`config.mk`:
```
export PLATFORM = sky130hd
export DESIGN_NAME = mtp_flash_ctrl
export DESIGN_NICKNAME = d
export VERILOG_FILES = /design/src/rtl/mtp_pkg.sv /design/src/rtl/mtp_mode_decode.sv /design/src/rtl/mtp_op_seq.sv /design/src/rtl/mtp_byte_array.sv /design/src/rtl/mtp_flash_ctrl.sv
export SDC_FILE = /design/constraint.sdc
export NUM_CORES = 1
export LEC_CHECK = 0
export BUFFER_PORTS_ARGS = -buffer_cell sky130_fd_sc_hd__buf_4
export CORE_MARGIN = 2
export CORE_UTILIZATION = 58
export CTS_BUF_LIST = sky130_fd_sc_hd__clkbuf_2
export DETAILED_ROUTE_END_ITERATION = 12
export PLACE_DENSITY = 0.76
export SYNTH_ARGS = -nofsm -noshare
export SYNTH_HDL_FRONTEND = slang
export SYNTH_SLANG_ARGS = --single-unit
```
`constraint.sdc`:
```
create_clock -name clk_i -period 1.85 [get_ports clk_i]
set_clock_uncertainty 0.1 [all_clocks]
set_input_delay 0.0925 -clock clk_i [delete_from_list [all_inputs] [get_ports clk_i]]
set_output_delay 0.0925 -clock clk_i [all_outputs]
set_load 0.005 [all_outputs]
```
`src/rtl/mtp_pkg.sv`:
```
package mtp_pkg;
  typedef enum logic [2:0] {
    MODE_STANDBY,
    MODE_READ,
    MODE_OUT_OFF,
    MODE_ID,
    MODE_PROG,
    MODE_ERASE
  } mode_e;

  typedef enum logic {
    OP_PROG,
    OP_ERASE
  } op_e;
endpackage

```
`src/rtl/mtp_mode_decode.sv`:
```
module mtp_mode_decode
  import mtp_pkg::*;
(
  input  logic  ce_ni,
  input  logic  oe_ni,
  input  logic  oe_hv_i,
  input  logic  a9_hv_i,
  output mode_e mode_o
);
  always_comb begin
    if (ce_ni)                   mode_o = MODE_STANDBY;
    else if (oe_hv_i && a9_hv_i) mode_o = MODE_ERASE;
    else if (oe_hv_i)            mode_o = MODE_PROG;
    else if (oe_ni)              mode_o = MODE_OUT_OFF;
    else if (a9_hv_i)            mode_o = MODE_ID;
    else                         mode_o = MODE_READ;
  end
endmodule

```
`src/rtl/mtp_op_seq.sv`:
```
module mtp_op_seq
  import mtp_pkg::*;
#(
  parameter int ADDR_W       = 4,
  parameter int DATA_W       = 8,
  parameter int PROG_CYCLES  = 4,
  parameter int ERASE_CYCLES = 16
) (
  input  logic              clk_i,
  input  logic              rst_ni,
  input  logic              we_ni,
  input  mode_e             mode_i,
  input  logic [ADDR_W-1:0] addr_i,
  input  logic [DATA_W-1:0] data_i,
  output logic              we_fall_o,
  output logic              busy_o,
  output logic              commit_o,
  output op_e               op_o,
  output logic [ADDR_W-1:0] addr_o,
  output logic [DATA_W-1:0] data_o
);
  localparam int MAX_CYC = (PROG_CYCLES > ERASE_CYCLES) ? PROG_CYCLES : ERASE_CYCLES;
  localparam int CNT_W   = $clog2(MAX_CYC + 1);
  localparam logic [CNT_W-1:0] PROG_LAST  = CNT_W'(PROG_CYCLES - 1);
  localparam logic [CNT_W-1:0] ERASE_LAST = CNT_W'(ERASE_CYCLES - 1);

  logic             we_q;
  logic             busy_q;
  logic [CNT_W-1:0] cnt_q;
  logic             start;

  assign we_fall_o = we_q & ~we_ni;
  assign start     = we_fall_o & ~busy_q & (mode_i == MODE_PROG || mode_i == MODE_ERASE);
  assign commit_o  = busy_q & (cnt_q == '0);
  assign busy_o    = busy_q;

  always_ff @(posedge clk_i or negedge rst_ni) begin
    if (!rst_ni) begin
      we_q   <= 1'b1;
      busy_q <= 1'b0;
      cnt_q  <= '0;
      op_o   <= OP_PROG;
      addr_o <= '0;
      data_o <= '0;
    end else begin
      we_q <= we_ni;
      if (start) begin
        busy_q <= 1'b1;
        addr_o <= addr_i;
        data_o <= data_i;
        if (mode_i == MODE_ERASE) begin
          op_o  <= OP_ERASE;
          cnt_q <= ERASE_LAST;
        end else begin
          op_o  <= OP_PROG;
          cnt_q <= PROG_LAST;
        end
      end else if (busy_q) begin
        if (cnt_q == '0) busy_q <= 1'b0;
        else             cnt_q  <= cnt_q - 1'b1;
      end
    end
  end
endmodule

```
`src/rtl/mtp_byte_array.sv`:
```
module mtp_byte_array
  import mtp_pkg::*;
#(
  parameter int ADDR_W = 4,
  parameter int DATA_W = 8
) (
  input  logic              clk_i,
  input  logic              rst_ni,
  input  logic              commit_i,
  input  op_e               op_i,
  input  logic [ADDR_W-1:0] waddr_i,
  input  logic [DATA_W-1:0] wdata_i,
  input  logic [ADDR_W-1:0] raddr_i,
  output logic [DATA_W-1:0] rdata_o
);
  localparam int DEPTH = 1 << ADDR_W;

  logic [DATA_W-1:0] mem_q [DEPTH];

  for (genvar g = 0; g < DEPTH; g++) begin : g_cell
    always_ff @(posedge clk_i or negedge rst_ni) begin
      if (!rst_ni) begin
        mem_q[g] <= '1;
      end else if (commit_i) begin
        if (op_i == OP_ERASE)
          mem_q[g] <= '1;
        else if (waddr_i == ADDR_W'(g))
          mem_q[g] <= mem_q[g] & wdata_i;  // program clears bits only
      end
    end
  end

  assign rdata_o = mem_q[raddr_i];
endmodule

```
`src/rtl/mtp_flash_ctrl.sv`:
```
module mtp_flash_ctrl
  import mtp_pkg::*;
#(
  parameter int                ADDR_W       = 4,
  parameter int                DATA_W       = 8,
  parameter int                PROG_CYCLES  = 4,
  parameter int                ERASE_CYCLES = 16,
  parameter logic [DATA_W-1:0] MFR_ID       = 8'hBF,
  parameter logic [DATA_W-1:0] DEV_ID       = 8'hC5
) (
  input  logic              clk_i,
  input  logic              rst_ni,
  input  logic              ce_ni,
  input  logic              oe_ni,
  input  logic              we_ni,
  input  logic              oe_hv_i,
  input  logic              a9_hv_i,
  input  logic [ADDR_W-1:0] addr_i,
  input  logic [DATA_W-1:0] data_i,
  output logic [DATA_W-1:0] data_o,
  output logic              data_oe_o,
  output logic              busy_o
);
  mode_e             mode;
  logic              we_fall;
  logic              commit;
  op_e               op;
  logic [ADDR_W-1:0] op_addr;
  logic [DATA_W-1:0] op_data;
  logic [DATA_W-1:0] rdata;
  logic [DATA_W-1:0] id_byte;

  mtp_mode_decode u_decode (
    .ce_ni   (ce_ni),
    .oe_ni   (oe_ni),
    .oe_hv_i (oe_hv_i),
    .a9_hv_i (a9_hv_i),
    .mode_o  (mode)
  );

  mtp_op_seq #(
    .ADDR_W       (ADDR_W),
    .DATA_W       (DATA_W),
    .PROG_CYCLES  (PROG_CYCLES),
    .ERASE_CYCLES (ERASE_CYCLES)
  ) u_seq (
    .clk_i     (clk_i),
    .rst_ni    (rst_ni),
    .we_ni     (we_ni),
    .mode_i    (mode),
    .addr_i    (addr_i),
    .data_i    (data_i),
    .we_fall_o (we_fall),
    .busy_o    (busy_o),
    .commit_o  (commit),
    .op_o      (op),
    .addr_o    (op_addr),
    .data_o    (op_data)
  );

  mtp_byte_array #(
    .ADDR_W (ADDR_W),
    .DATA_W (DATA_W)
  ) u_array (
    .clk_i    (clk_i),
    .rst_ni   (rst_ni),
    .commit_i (commit),
    .op_i     (op),
    .waddr_i  (op_addr),
    .wdata_i  (op_data),
    .raddr_i  (addr_i),
    .rdata_o  (rdata)
  );

  // identification codes only at the two lowest addresses
  always_comb begin
    if (addr_i[ADDR_W-1:1] != '0) id_byte = '0;
    else if (addr_i[0])           id_byte = DEV_ID;
    else                          id_byte = MFR_ID;
  end

  assign data_oe_o = (mode == MODE_READ) || (mode == MODE_ID);
  assign data_o    = (mode == MODE_READ) ? rdata :
                     (mode == MODE_ID)   ? id_byte : '0;
endmodule

```
Yosys cells after proc, flatten, opt, wreduce, memory -nomap -nowiden:

Cells that the tools add are included.

* bits in writable memories: 0
* input bits: 19
* latch bits: 0
* memories kept: 0
* bits in read-only memories: 0
* logic and storage cells: 159
* register bits: 148

* reduce and logical (&&, ||, !) cells: 40
* mux-type cells: 52
* add/sub/neg operators: 1
* order comparisons: 1
* divide/modulo/power cells: 0
* bitwise gates (word level): 23
* shifts and indexed selects: 0
* eq/ne operators: 20
* $mul: 0

Operators by type and width (count)
* two-way mux 8 bit: 37
* AND 8 bit: 16
* AND reduction 2 bit: 17
* nonzero test 2 bit: 17
* binary-select mux 8 bit (select 4 bit): 1
* equality test 4 bit, second input constant: 8
* equality test 4 x 3 -> 1 bit, second input constant: 4
* two-way mux 5 bit: 3
* two-way mux 3 bit: 4
* equality test 4 x 2 -> 1 bit, second input constant: 2
* two-way mux 7 bit: 1
* equality test 3 bit, second input constant: 2
* >= comparator 5 bit, second input constant: 1
* zero test 5 bit: 1
* NOT 4 -> 5 bit: 1
* subtractor 5 x 1 -> 5 bit, second input constant: 1
* AND 1 bit: 4
* equality test 4 x 1 -> 1 bit, second input constant: 1
* zero test 4 bit: 1
* two-way mux 1 bit: 4
* two-way mux 4 bit: 1
* equality test 3 x 1 -> 1 bit, second input constant: 1
* equality test 3 x 2 -> 1 bit, second input constant: 1
* nonzero test 3 bit: 1
* other kinds (5): 7

Longest topological paths before layout:

Gate-level depths: netlist (run 1).

* depth in word-level cells: 10
* depth in mapped cells: 7
* depth with buffers taken out: 6

By module:

From an unflattened synthesis (run 1), not the netlist that was laid out.

* cells, all modules: 752
* area, all modules: 7980.2 um2

By module, submodules not included
* mtp_byte_array: times used 1, cells an instance 666, area each 6916.6 um2
* mtp_op_seq: times used 1, cells an instance 64, area each 859.6 um2
* mtp_flash_ctrl: times used 1, cells an instance 16, area each 170.2 um2
* mtp_mode_decode: times used 1, cells an instance 6, area each 33.8 um2

Worst setup path before layout (run 1):

No wires, ideal clock.

* path kind: reg2reg
* start: register u_seq.cnt_q[0]
* end: register u_array.mem_q[126] (netlist name)
* library setup time: 90 ps
* setup slack: -63 ps
* clock period less this slack: 1913 ps
* arrival time: 1723 ps
* data required time: 1660 ps
* cell stages (with the launch flop): 8
* buffers on the path: 1
* cell sequence: dfrtp_1 > inv_1 > ha_1 > and4bb_2 > or4b_4 > buf_6 > o21ai_1 > nand2_1

* longest elaborated chain between the ends: 3

RTL lines
* start, declared: line mtp_op_seq.sv:29 `logic [CNT_W-1:0] cnt_q;`
* start signal, assigned: line mtp_op_seq.sv:60 `else cnt_q <= cnt_q - 1'b1;`
* zero test 5 bit: line mtp_op_seq.sv:34 `assign commit_o = busy_q & (cnt_q == '0);`
* AND 1 bit: line mtp_op_seq.sv:34
* AND reduction 2 bit (no line)
* end signal, assigned by index: line mtp_byte_array.sv:28 `mem_q[g] <= mem_q[g] & wdata_i;`
* end, declared: line mtp_byte_array.sv:18 `logic [DATA_W-1:0] mem_q [DEPTH];`

No other way between the ends.
A chain may end at the register's enable or synchronous reset.

Final worst setup path (run 1):

* start: register u_array.mem_q[51] (netlist name)
* end: output port data_o[3]

* longest elaborated chain between the ends: 4

RTL lines
* binary-select mux 8 bit (select 4 bit): line mtp_byte_array.sv:33 `assign rdata_o = mem_q[raddr_i];`
* two-way mux 8 bit (not written as such) (2 in series): line mtp_byte_array.sv:33
* two-way mux 8 bit: line mtp_flash_ctrl.sv:83 `assign data_o = (mode == MODE_READ) ? rdata :`
* end, declared: line mtp_flash_ctrl.sv:20 `output logic [DATA_W-1:0] data_o,`

No other way between the ends. The select of a mux whose other input is x is not followed.

==> results.rst, run 1 <==
.. list-table::
   :header-rows: 1

   * - Metric
     - Value
   * - Share of the synthesized area in the top cell type
     - 0.500
   * - Cell taking the most area after synthesis
     - sky130_fd_sc_hd__dfstp_2
   * - 1st-iter DRT viols
     - 535
   * - Gpl congestion
     - 0.838
   * - Post-detailed-route via-to-cell ratio
     - 6.87
   * - Starting Density
     - 0.594
   * - Most heavily used metal layer in global routing
     - met2
   * - Fraction of layout cells with a size suffix above 1
     - 0.684
   * - Site Rows
     - 39
   * - Met3 Resource Use GR
     - 0.0664
   * - Critical-path cell with the highest stage delay
     - sky130_fd_sc_hd__mux4_2
   * - Final-report hold violation count
     - 0
   * - Syn Std Cell Area
     - 6780 um2
   * - Number of sinks on the clock net
     - 148
   * - Wire per inst
     - 26.8 um
   * - Critical Path Start Type
     - flop
   * - Number of design rule violations left after detail routing
     - 0
   * - GR met2 Demand/Resource
     - 0.477
   * - Time the worst path needs with I/O delays and setup
     - 2500 ps
   * - Total CTS buffers
     - 17
   * - Kind of critical path
     - reg -> out
   * - Clock Latency Late Sink
     - 740 ps
   * - Number of instances in the synthesized netlist
     - 594
   * - Flops & latches, synth
     - 148
   * - Number of warnings reported in the yosys synthesis log
     - 0
   * - Total number of vias
     - 5959
   * - Total grt overflow
     - 0
   * - Hold path start
     - a9_hv_i
   * - Transition time of the tightest slew-check pin
     - 606 ps
   * - Max rail drop VDD
     - 1070 uV
   * - Number of global-route vias before repair
     - 5434
   * - First-pass GRT wire length
     - 28.2 mm
   * - Final-layout fill cell count
     - 590
   * - Number of violations of the max-capacitance limit
     - 0
   * - Nets
     - 731
   * - CTS tree
     - yes
   * - Worst relative slew slack
     - 0.596
   * - Fraction of synthesis flops using an asynchronous set or reset pin
     - 1.00
   * - First-pass detailed-route iteration total
     - 5
   * - Number of buffer cells added on primary ports
     - 28
   * - Floorplan die area
     - 12600 um2
   * - Share of the clock period used by the worst path after layout
     - 1.35
   * - CP cell instances
     - mux4_2 -> mux2_4 -> nand3_2 -> o211ai_1 -> buf_4
   * - Worst-case hold slack
     - 84.6 ps
   * - Maximum level of the CTS H-tree
     - 4
   * - Buffer type at the clock tree root
     - sky130_fd_sc_hd__clkbuf_2
   * - Setup violators final
     - 135
   * - Total Routing Usage GR
     - 0.293
   * - Kind of end point of the critical path
     - output port
   * - Kind of path behind the tightest hold check
     - in -> reg
   * - Setup repair after global routing missed its margin
     - true
   * - Total wirelength of the detailed-routed design
     - 23.3 mm
   * - Post-route antenna net violation count
     - 0
   * - Avg Synthesized Cell Area
     - 11.4 um2
   * - X dimension of the die
     - 112 um
   * - R2r setup slk
     - -300 ps
   * - Worst R2R End
     - u_array.mem_q[118]
   * - Synthesized net count
     - 614
   * - Top achievable clock speed
     - 0.399 GHz
   * - Global-route met1 utilization
     - 0.391
   * - Final Power
     - 12.8 mW
   * - Synth-to-layout area growth
     - 36.8%
   * - Static leakage
     - 4.09 nW
   * - Floorplan Core Area
     - 11400 um2
   * - Number of distinct library cell variants in the gate-level netlist after synthesis
     - 38
   * - Biggest area contributors in the synthesized netlist
     - sky130_fd_sc_hd__dfstp_2, sky130_fd_sc_hd__mux4_2, sky130_fd_sc_hd__nand2_1
   * - Sequential share of the synthesized area
     - 0.570
   * - Final worst slack
     - -655 ps
   * - Antenna violations before repair
     - 1
   * - Number of enable flip-flop cells after synthesis
     - 0
   * - Post-route non-filler standard cell count
     - 868
   * - Largest net degree at the start of global routing
     - 65
   * - Biggest cell delay along the critical path
     - 450 ps
   * - Highest fanout seen on the critical path
     - 2
   * - Clock Pin Slew Worst Setup and Hold Paths
     - 240 ps
   * - Destination of the worst hold path
     - u_seq.op_o
   * - HPWL Detailed
     - 10.9 mm
   * - Vertical die dimension
     - 112 um
   * - Beginning of the worst register-to-register path
     - u_seq.cnt_q[1]
   * - Post-layout util
     - 0.813
   * - IO Count
     - 29
   * - Dpl cells
     - 775
   * - Hold-critical path depth
     - 3
   * - Data required time at the worst endpoint
     - 1660 ps
   * - Max-slew violation total from the final report
     - 0
   * - Failing checks
     - negative setup slack
   * - Maximum clock insertion buffer count
     - 2
   * - Outcome
     - finished, violations left
   * - Data arrival time of the critical path
     - 2310 ps
   * - Main flop type after synthesis
     - sky130_fd_sc_hd__dfstp_2
   * - Setup WS pre-CTS
     - -144 ps
   * - Number of cells on the worst reg-to-reg path
     - 8
   * - Areal power density over the cells
     - 1370 nW/um2
==> worst max-delay path by stage <==
stage	start	end	slack (ps)
6_report	u_array.mem_q[51]	data_o[3]	-650
5_1_grt	u_array.mem_q[44]	data_o[4]	-750
4_1_cts	u_array.mem_q[35]	data_o[3]	-680
3_5_place_dp	u_seq.cnt_q[1]	u_seq.cnt_q[3]	-140
3_3_place_gp	u_seq.cnt_q[1]	u_array.mem_q[101]	-30
2_1_floorplan	u_seq.cnt_q[0]	u_array.mem_q[111]	-50
==> sequential cells by signal, summed over array words and instances (netlist names) <==
name / cells
u_seq.op_o: 1
u_array.mem_q: 128
u_seq.cnt_q: 5
u_seq.busy_o: 1
u_seq.addr_o: 4
u_seq.we_q: 1
u_seq.data_o: 8
==> cells in the mapped netlist (2+ instances only) <==
cell / n
sky130_fd_sc_hd__or2_2: 9
sky130_fd_sc_hd__buf_4: 2
sky130_fd_sc_hd__a21boi_0: 4
sky130_fd_sc_hd__buf_2: 7
sky130_fd_sc_hd__o21ai_0: 86
sky130_fd_sc_hd__nor4b_1: 2
sky130_fd_sc_hd__nand2b_1: 19
sky130_fd_sc_hd__inv_1: 4
sky130_fd_sc_hd__o221ai_1: 2
sky130_fd_sc_hd__nor2b_1: 4
sky130_fd_sc_hd__nand2_1: 132
sky130_fd_sc_hd__nand4bb_1: 2
sky130_fd_sc_hd__mux4_2: 32
sky130_fd_sc_hd__nand3_1: 8
sky130_fd_sc_hd__o21ai_1: 42
sky130_fd_sc_hd__nor4_1: 2
sky130_fd_sc_hd__buf_6: 4
sky130_fd_sc_hd__mux2_2: 17
sky130_fd_sc_hd__o211ai_1: 9
sky130_fd_sc_hd__dfstp_2: 129
sky130_fd_sc_hd__clkbuf_1: 29
sky130_fd_sc_hd__or3_1: 8
sky130_fd_sc_hd__mux2i_1: 6
sky130_fd_sc_hd__nor3_1: 3
sky130_fd_sc_hd__dfrtp_1: 19
==> cells by family (layout without fill, tap and decap cells) <==
| group | after synthesis | count (layout) | share of synthesized area |
|---|---|---|---|
| buf+inv | 46 | 176 | 0.0323 |
| flops | 148 | 148 | 0.570 |
| compound gates | 148 | 148 | 0.118 |
| simple gates | 196 | 196 | 0.135 |
| fa+ha+maj | 1 | 1 | 0.00184 |
| other cells | 0 | 1 | 0 |
| mux | 55 | 55 | 0.143 |
==> metal layers <==
| layer | part of all wire | vias up |
|---|---|---|
| li1 | - | 2372 |
| met1 | 0.35 | 2985 |
| met2 | 0.49 | 462 |
| met3 | 0.10 | 140 |
| met4 | 0.063 | 0 |
| met5 | 0 | - |
==> metrics by stage <==
stage               instance area, um2  TNS (ps)
finish                            9280    -20970
global route                      9280    -32800
CTS                               8220     -9660
detailed placement                7460      -990
global placement                  7460     -53.2
floorplan                         6780     -1400
==> report_power, final <==
part	switching [mW]	leakage, nW	total, mW	internal, mW
Clock	1.15	0.125	1.52	0.369
Sequential	1.24	1.58	6.55	5.31
Combinational	2.43	2.39	4.68	2.26
==> area by class of cell <==
| type | instances | area, um2 | area share |
|---|---|---|---|
| diodes | 1 | 2.50 | 0.000270 |
| clock buffers | 24 | 120 | 0.0129 |
| clock inverters | 8 | 41.3 | 0.00445 |
| inverters | 4 | 15.0 | 0.00162 |
| multi-input cells | 400 | 3430 | 0.370 |
| flip-flops and latches | 148 | 3860 | 0.417 |
| well taps | 143 | 179 | 0.0193 |
| repair buffers | 140 | 1620 | 0.175 |
==> placed cells by master (no fill, tap or decap), drive strengths merged, types with 3 or more instances in the layout <==
cell,count
dfrtp,19
mux2,17
dlygate4sd3,27
nor2b,4
mux4,32
nor3,3
nand2,132
clkinv,7
clkbuf,34
mux2i,6
or3,8
nand3,8
inv,4
or2,9
o211ai,9
o21ai,128
dfstp,129
nand2b,19
buf,102
a21boi,4
==> critical path, delay by kind of cell (launching register included) <==
kind | cells | cell delay [ps]
buffers and inverters | 1 | 190
multiplexers | 2 | 740
AO/OA/AOI/OAI | 1 | 170
AND/OR/NAND/NOR | 1 | 60
flip-flops | 1 | 430
==> timing repair <==
item | in CTS | in global routing
cloned | 3 | 19
buffers inserted | 4 | 10
pin swaps | 10 | 130
resized for setup | 52 | 262
endpoints found under the hold margin | 165 | 0
setup endpoints to repair | 138 | 161
hold buffers | 28 | 0
(Power assumes the default switching activity.)
==> inputs of run 2 (changes only) <==
--- a/config.mk
+++ b/config.mk
@@ -5,12 +5,13 @@
 export SDC_FILE = /design/constraint.sdc
 export NUM_CORES = 1
 export LEC_CHECK = 0
+export ABC_AREA = 1
 export BUFFER_PORTS_ARGS = -buffer_cell sky130_fd_sc_hd__buf_4
 export CORE_MARGIN = 2
 export CORE_UTILIZATION = 58
 export CTS_BUF_LIST = sky130_fd_sc_hd__clkbuf_2
 export DETAILED_ROUTE_END_ITERATION = 12
-export PLACE_DENSITY = 0.76
+export PLACE_DENSITY = 0.75
 export SYNTH_ARGS = -nofsm -noshare
 export SYNTH_HDL_FRONTEND = slang
 export SYNTH_SLANG_ARGS = --single-unit
==> run 2 against run 1 <==
  * The flow still finishes with violations (negative setup slack)
  * Global-route usage is 0.76 points lower
  * Utilization shrank 12 points
  * Hold slack better by 87 ps
  * Count of clock-buffer cells in the layout did not move
  * Routed wire length decreased by 17%
  * Sequential cell count unchanged
  * Sequential power up 2%
  * Highest routed layer unchanged
  * Cell count up 41%
==> results.rst, run 2 <==
.. list-table::
   :header-rows: 1

   * - Metric
     - Value
   * - X dimension of the die
     - 118 um
   * - Number of warnings reported in the yosys synthesis log
     - 0
   * - Setup WS pre-CTS
     - 27.6 ps
   * - CTS tree
     - yes
   * - Number of instances in the synthesized netlist
     - 980
   * - Kind of path behind the tightest hold check
     - in -> reg
   * - Part of the power in combinational logic
     - 0.345
   * - Areal power density over the cells
     - 1450 nW/um2
   * - Nets
     - 1056
   * - Total CTS buffers
     - 17
   * - Kind of end point of the critical path
     - output port
   * - Dpl cells
     - 1158
   * - Most frequent standard cell in the layout excluding fill and tap cells
     - sky130_fd_sc_hd__nand2_1
   * - Most used cells in the layout excluding fill and tap cells
     - sky130_fd_sc_hd__nand2_1, sky130_fd_sc_hd__dfstp_2, sky130_fd_sc_hd__inv_1, sky130_fd_sc_hd__o21ai_1, sky130_fd_sc_hd__nand3_1
   * - Floorplan die area
     - 13900 um2
   * - Outcome
     - finished, violations left
   * - Failing checks
     - negative setup slack
   * - Beginning of the worst register-to-register path
     - u_seq.cnt_q[1]
   * - Starting Density
     - 0.596
   * - Static leakage
     - 4.61 nW
   * - Largest net degree at the start of global routing
     - 86
   * - Maximum level of the CTS H-tree
     - 4
   * - Number of cells on the worst reg-to-reg path
     - 10
   * - Total number of vias
     - 6544
   * - Placed Area
     - 7940 um2
   * - Most repeated cell in the gate-level netlist after synthesis
     - sky130_fd_sc_hd__nand2_1
   * - Share of the clock period used by the worst path after layout
     - 1.20
   * - Number of distinct library cell variants in the gate-level netlist after synthesis
     - 21
   * - Number of buffer cells added on primary ports
     - 28
   * - Post-layout util
     - 0.689
   * - Number of sinks on the clock net
     - 148
   * - Number of global-route vias before repair
     - 6160
   * - Number of design rule violations left after detail routing
     - 0
   * - Total wirelength of the detailed-routed design
     - 19.4 mm
   * - First-pass detailed-route iteration total
     - 8
   * - 1st-iter DRT viols
     - 570
   * - Total Routing Usage GR
     - 0.285
   * - Fraction of synthesis flops using an asynchronous set or reset pin
     - 1.00
   * - Kind of critical path
     - reg -> out
   * - Data required time at the worst endpoint
     - 1660 ps
   * - Internal power consumption
     - 7.85 mW
   * - Destination of the worst hold path
     - u_seq.addr_o[3]
   * - Total grt overflow
     - 0
   * - Number of violations of the max-capacitance limit
     - 0
   * - Site Rows
     - 41
   * - Biggest area contributors in the synthesized netlist
     - sky130_fd_sc_hd__dfstp_2, sky130_fd_sc_hd__nand2_1, sky130_fd_sc_hd__dfrtp_1
   * - Avg Synthesized Cell Area
     - 7.67 um2
   * - Flops & latches, synth
     - 148
   * - Summed area of non-filler cells in the final layout
     - 8690 um2
   * - Largest registers
     - u_array.mem_q (128), u_seq.data_o (8), u_seq.cnt_q (5)
   * - Maximum clock insertion buffer count
     - 2
   * - Post-route antenna net violation count
     - 0
   * - Share of the synthesized area in the top cell type
     - 0.451
   * - Most common library cells after synthesis
     - sky130_fd_sc_hd__nand2_1, sky130_fd_sc_hd__dfstp_2, sky130_fd_sc_hd__inv_1, sky130_fd_sc_hd__o21ai_1, sky130_fd_sc_hd__nand3_1
   * - Vertical die dimension
     - 118 um
   * - Flip-flop count of the largest register after layout
     - 128
   * - HPWL Detailed
     - 11.8 mm
   * - First-pass GRT wire length
     - 31.1 mm
   * - Critical Path Start Type
     - flop
   * - Worst-case hold slack
     - 172 ps
   * - Final worst slack
     - -378 ps
   * - Net Switching
     - 4.76 mW
   * - Worst relative slew slack
     - 0.602
   * - Max rail drop VDD
     - 844 uV
   * - Fraction of power consumed by sequential logic
     - 0.529
   * - Top achievable clock speed
     - 0.449 GHz
   * - Synth-to-layout area growth
     - 15.6%
   * - Fraction of layout cells with a size suffix above 1
     - 0.272
   * - Max-slew violation total from the final report
     - 0
   * - Hold-critical path depth
     - 4
   * - Hold path start
     - addr_i[3]
   * - Clock Latency Late Sink
     - 720 ps
   * - Gpl congestion
     - 0.908
   * - Transition time of the tightest slew-check pin
     - 591 ps
   * - Antenna violations before repair
     - 1
   * - Setup repair after global routing missed its margin
     - true
   * - Post-detailed-route via-to-cell ratio
     - 5.36
   * - Highest fanout seen on the critical path
     - 2
   * - Largest register by flop count
     - u_array.mem_q
   * - Final-report hold violation count
     - 0
   * - Syn Std Cell Area
     - 7520 um2
   * - R2r setup slk
     - 100 ps
   * - Synthesized net count
     - 1000
   * - Setup violators final
     - 8
   * - Sequential share of the synthesized area
     - 0.514
   * - Power share of the clock group
     - 0.126
   * - Data arrival time of the critical path
     - 2040 ps
   * - Wire per inst
     - 15.9 um
   * - Worst R2R End
     - u_array.mem_q[43]
   * - Buffer type at the clock tree root
     - sky130_fd_sc_hd__clkbuf_2
   * - Time the worst path needs with I/O delays and setup
     - 2230 ps
   * - Switching power share of the total
     - 0.378
   * - Post-route non-filler standard cell count
     - 1221
   * - Clock Pin Slew Worst Setup and Hold Paths
     - 190 ps
   * - Cell taking the most area after synthesis
     - sky130_fd_sc_hd__dfstp_2
   * - Main flop type after synthesis
     - sky130_fd_sc_hd__dfstp_2
   * - Floorplan Core Area
     - 12600 um2
   * - IO Count
     - 29
   * - Number of enable flip-flop cells after synthesis
     - 0
run 2: cell types whose count changed after synthesis, moves of 10 or more:
cell / before / now
sky130_fd_sc_hd__inv_1: 4 / 122
sky130_fd_sc_hd__o21ai_0: 86 / 63
sky130_fd_sc_hd__nor2_1: 1 / 31
sky130_fd_sc_hd__mux4_2: 32 / 0
sky130_fd_sc_hd__nand2b_1: 19 / 0
sky130_fd_sc_hd__buf_2: 7 / 22
sky130_fd_sc_hd__nand2_1: 132 / 386
sky130_fd_sc_hd__clkbuf_1: 29 / 11
sky130_fd_sc_hd__nand2_4: 0 / 10
sky130_fd_sc_hd__mux2_2: 17 / 0
sky130_fd_sc_hd__nand3_1: 8 / 73
sky130_fd_sc_hd__o21ai_1: 42 / 80
run 2: worst max-delay path by stage:
stage                 startpoint            endpoint  slack, ps  cells after the start
2_1_floorplan     u_seq.cnt_q[0]  u_array.mem_q[104]        320                     10
3_3_place_gp      u_seq.cnt_q[0]    u_array.mem_q[0]         90                      9
3_5_place_dp      u_seq.cnt_q[0]    u_array.mem_q[7]         30                      9
4_1_cts        u_array.mem_q[87]           data_o[7]       -430                     11
5_1_grt        u_array.mem_q[85]           data_o[5]       -590                     11
6_report       u_array.mem_q[87]           data_o[7]       -380                     11
run 2: cell type report:
type,instances,area (um2)
Timing Repair Buffer,86,861
Fill cell,1046,3930
Tap cell,172,215
Antenna cell,1,2.50
Clock inverter,7,58.8
Sequential cell,148,3860
Clock buffer,24,120
Multi-Input combinational cell,658,3090
Inverter,125,477
run 2: critical path, cell delays in order, from the launching register on:
cell and delay [ps]:
sky130_fd_sc_hd__dfstp_2 590, sky130_fd_sc_hd__inv_2 30, sky130_fd_sc_hd__nand2_1 40, sky130_fd_sc_hd__nand3_1 80, sky130_fd_sc_hd__nand2_1 120, sky130_fd_sc_hd__nand2_1 70, sky130_fd_sc_hd__nand2_2 80, sky130_fd_sc_hd__inv_2 40
sky130_fd_sc_hd__nand2_1 60, sky130_fd_sc_hd__nand2_1 50, sky130_fd_sc_hd__nand2_1 60, sky130_fd_sc_hd__buf_4 100
run 2: what timing repair did:
item                       4_1_cts  5_1_grt
gates cloned                     0        1
setup endpoints to repair        8      136
resized for setup                7       79
hold endpoints to repair       168        0
buffers inserted                 0        2
hold buffers                    28        0
pin swaps                       13       16
run 2: cell families after synthesis:
logic type / Yosys count / synth area share
xor gates and xnor gates: 1 / 0.00117
AOI/OAI and AO/OA: 148 / 0.0985
buffers and inverters: 174 / 0.107
DFF: 148 / 0.514
and+or+nand+nor: 508 / 0.278
adders and majority gates: 1 / 0.00166
run 2: stage by stage:
step,setup TNS [ps],power (mW)
floorplan,0,9.31
global placement,0,10.4
detailed placement,0,10.6
CTS,-3110,12.2
global route,-4090,13.6
finish,-2860,12.6
run 2: power groups by stage:
stage	clock network, mW	logic [mW]	registers, mW
after floorplan	0	2.88	6.43
after global placement	0	3.78	6.58
after detailed placement	0	3.93	6.63
after CTS	1.63	4.01	6.56
after global routing	1.75	5.02	6.86
final	1.58	4.35	6.67
run 2: per-layer routing:
layer | track usage | wire, um
met5 | 0 | 0
met4 | 0.122 | 635
met3 | 0.0654 | 1260
met2 | 0.432 | 8830
met1 | 0.396 | 8700
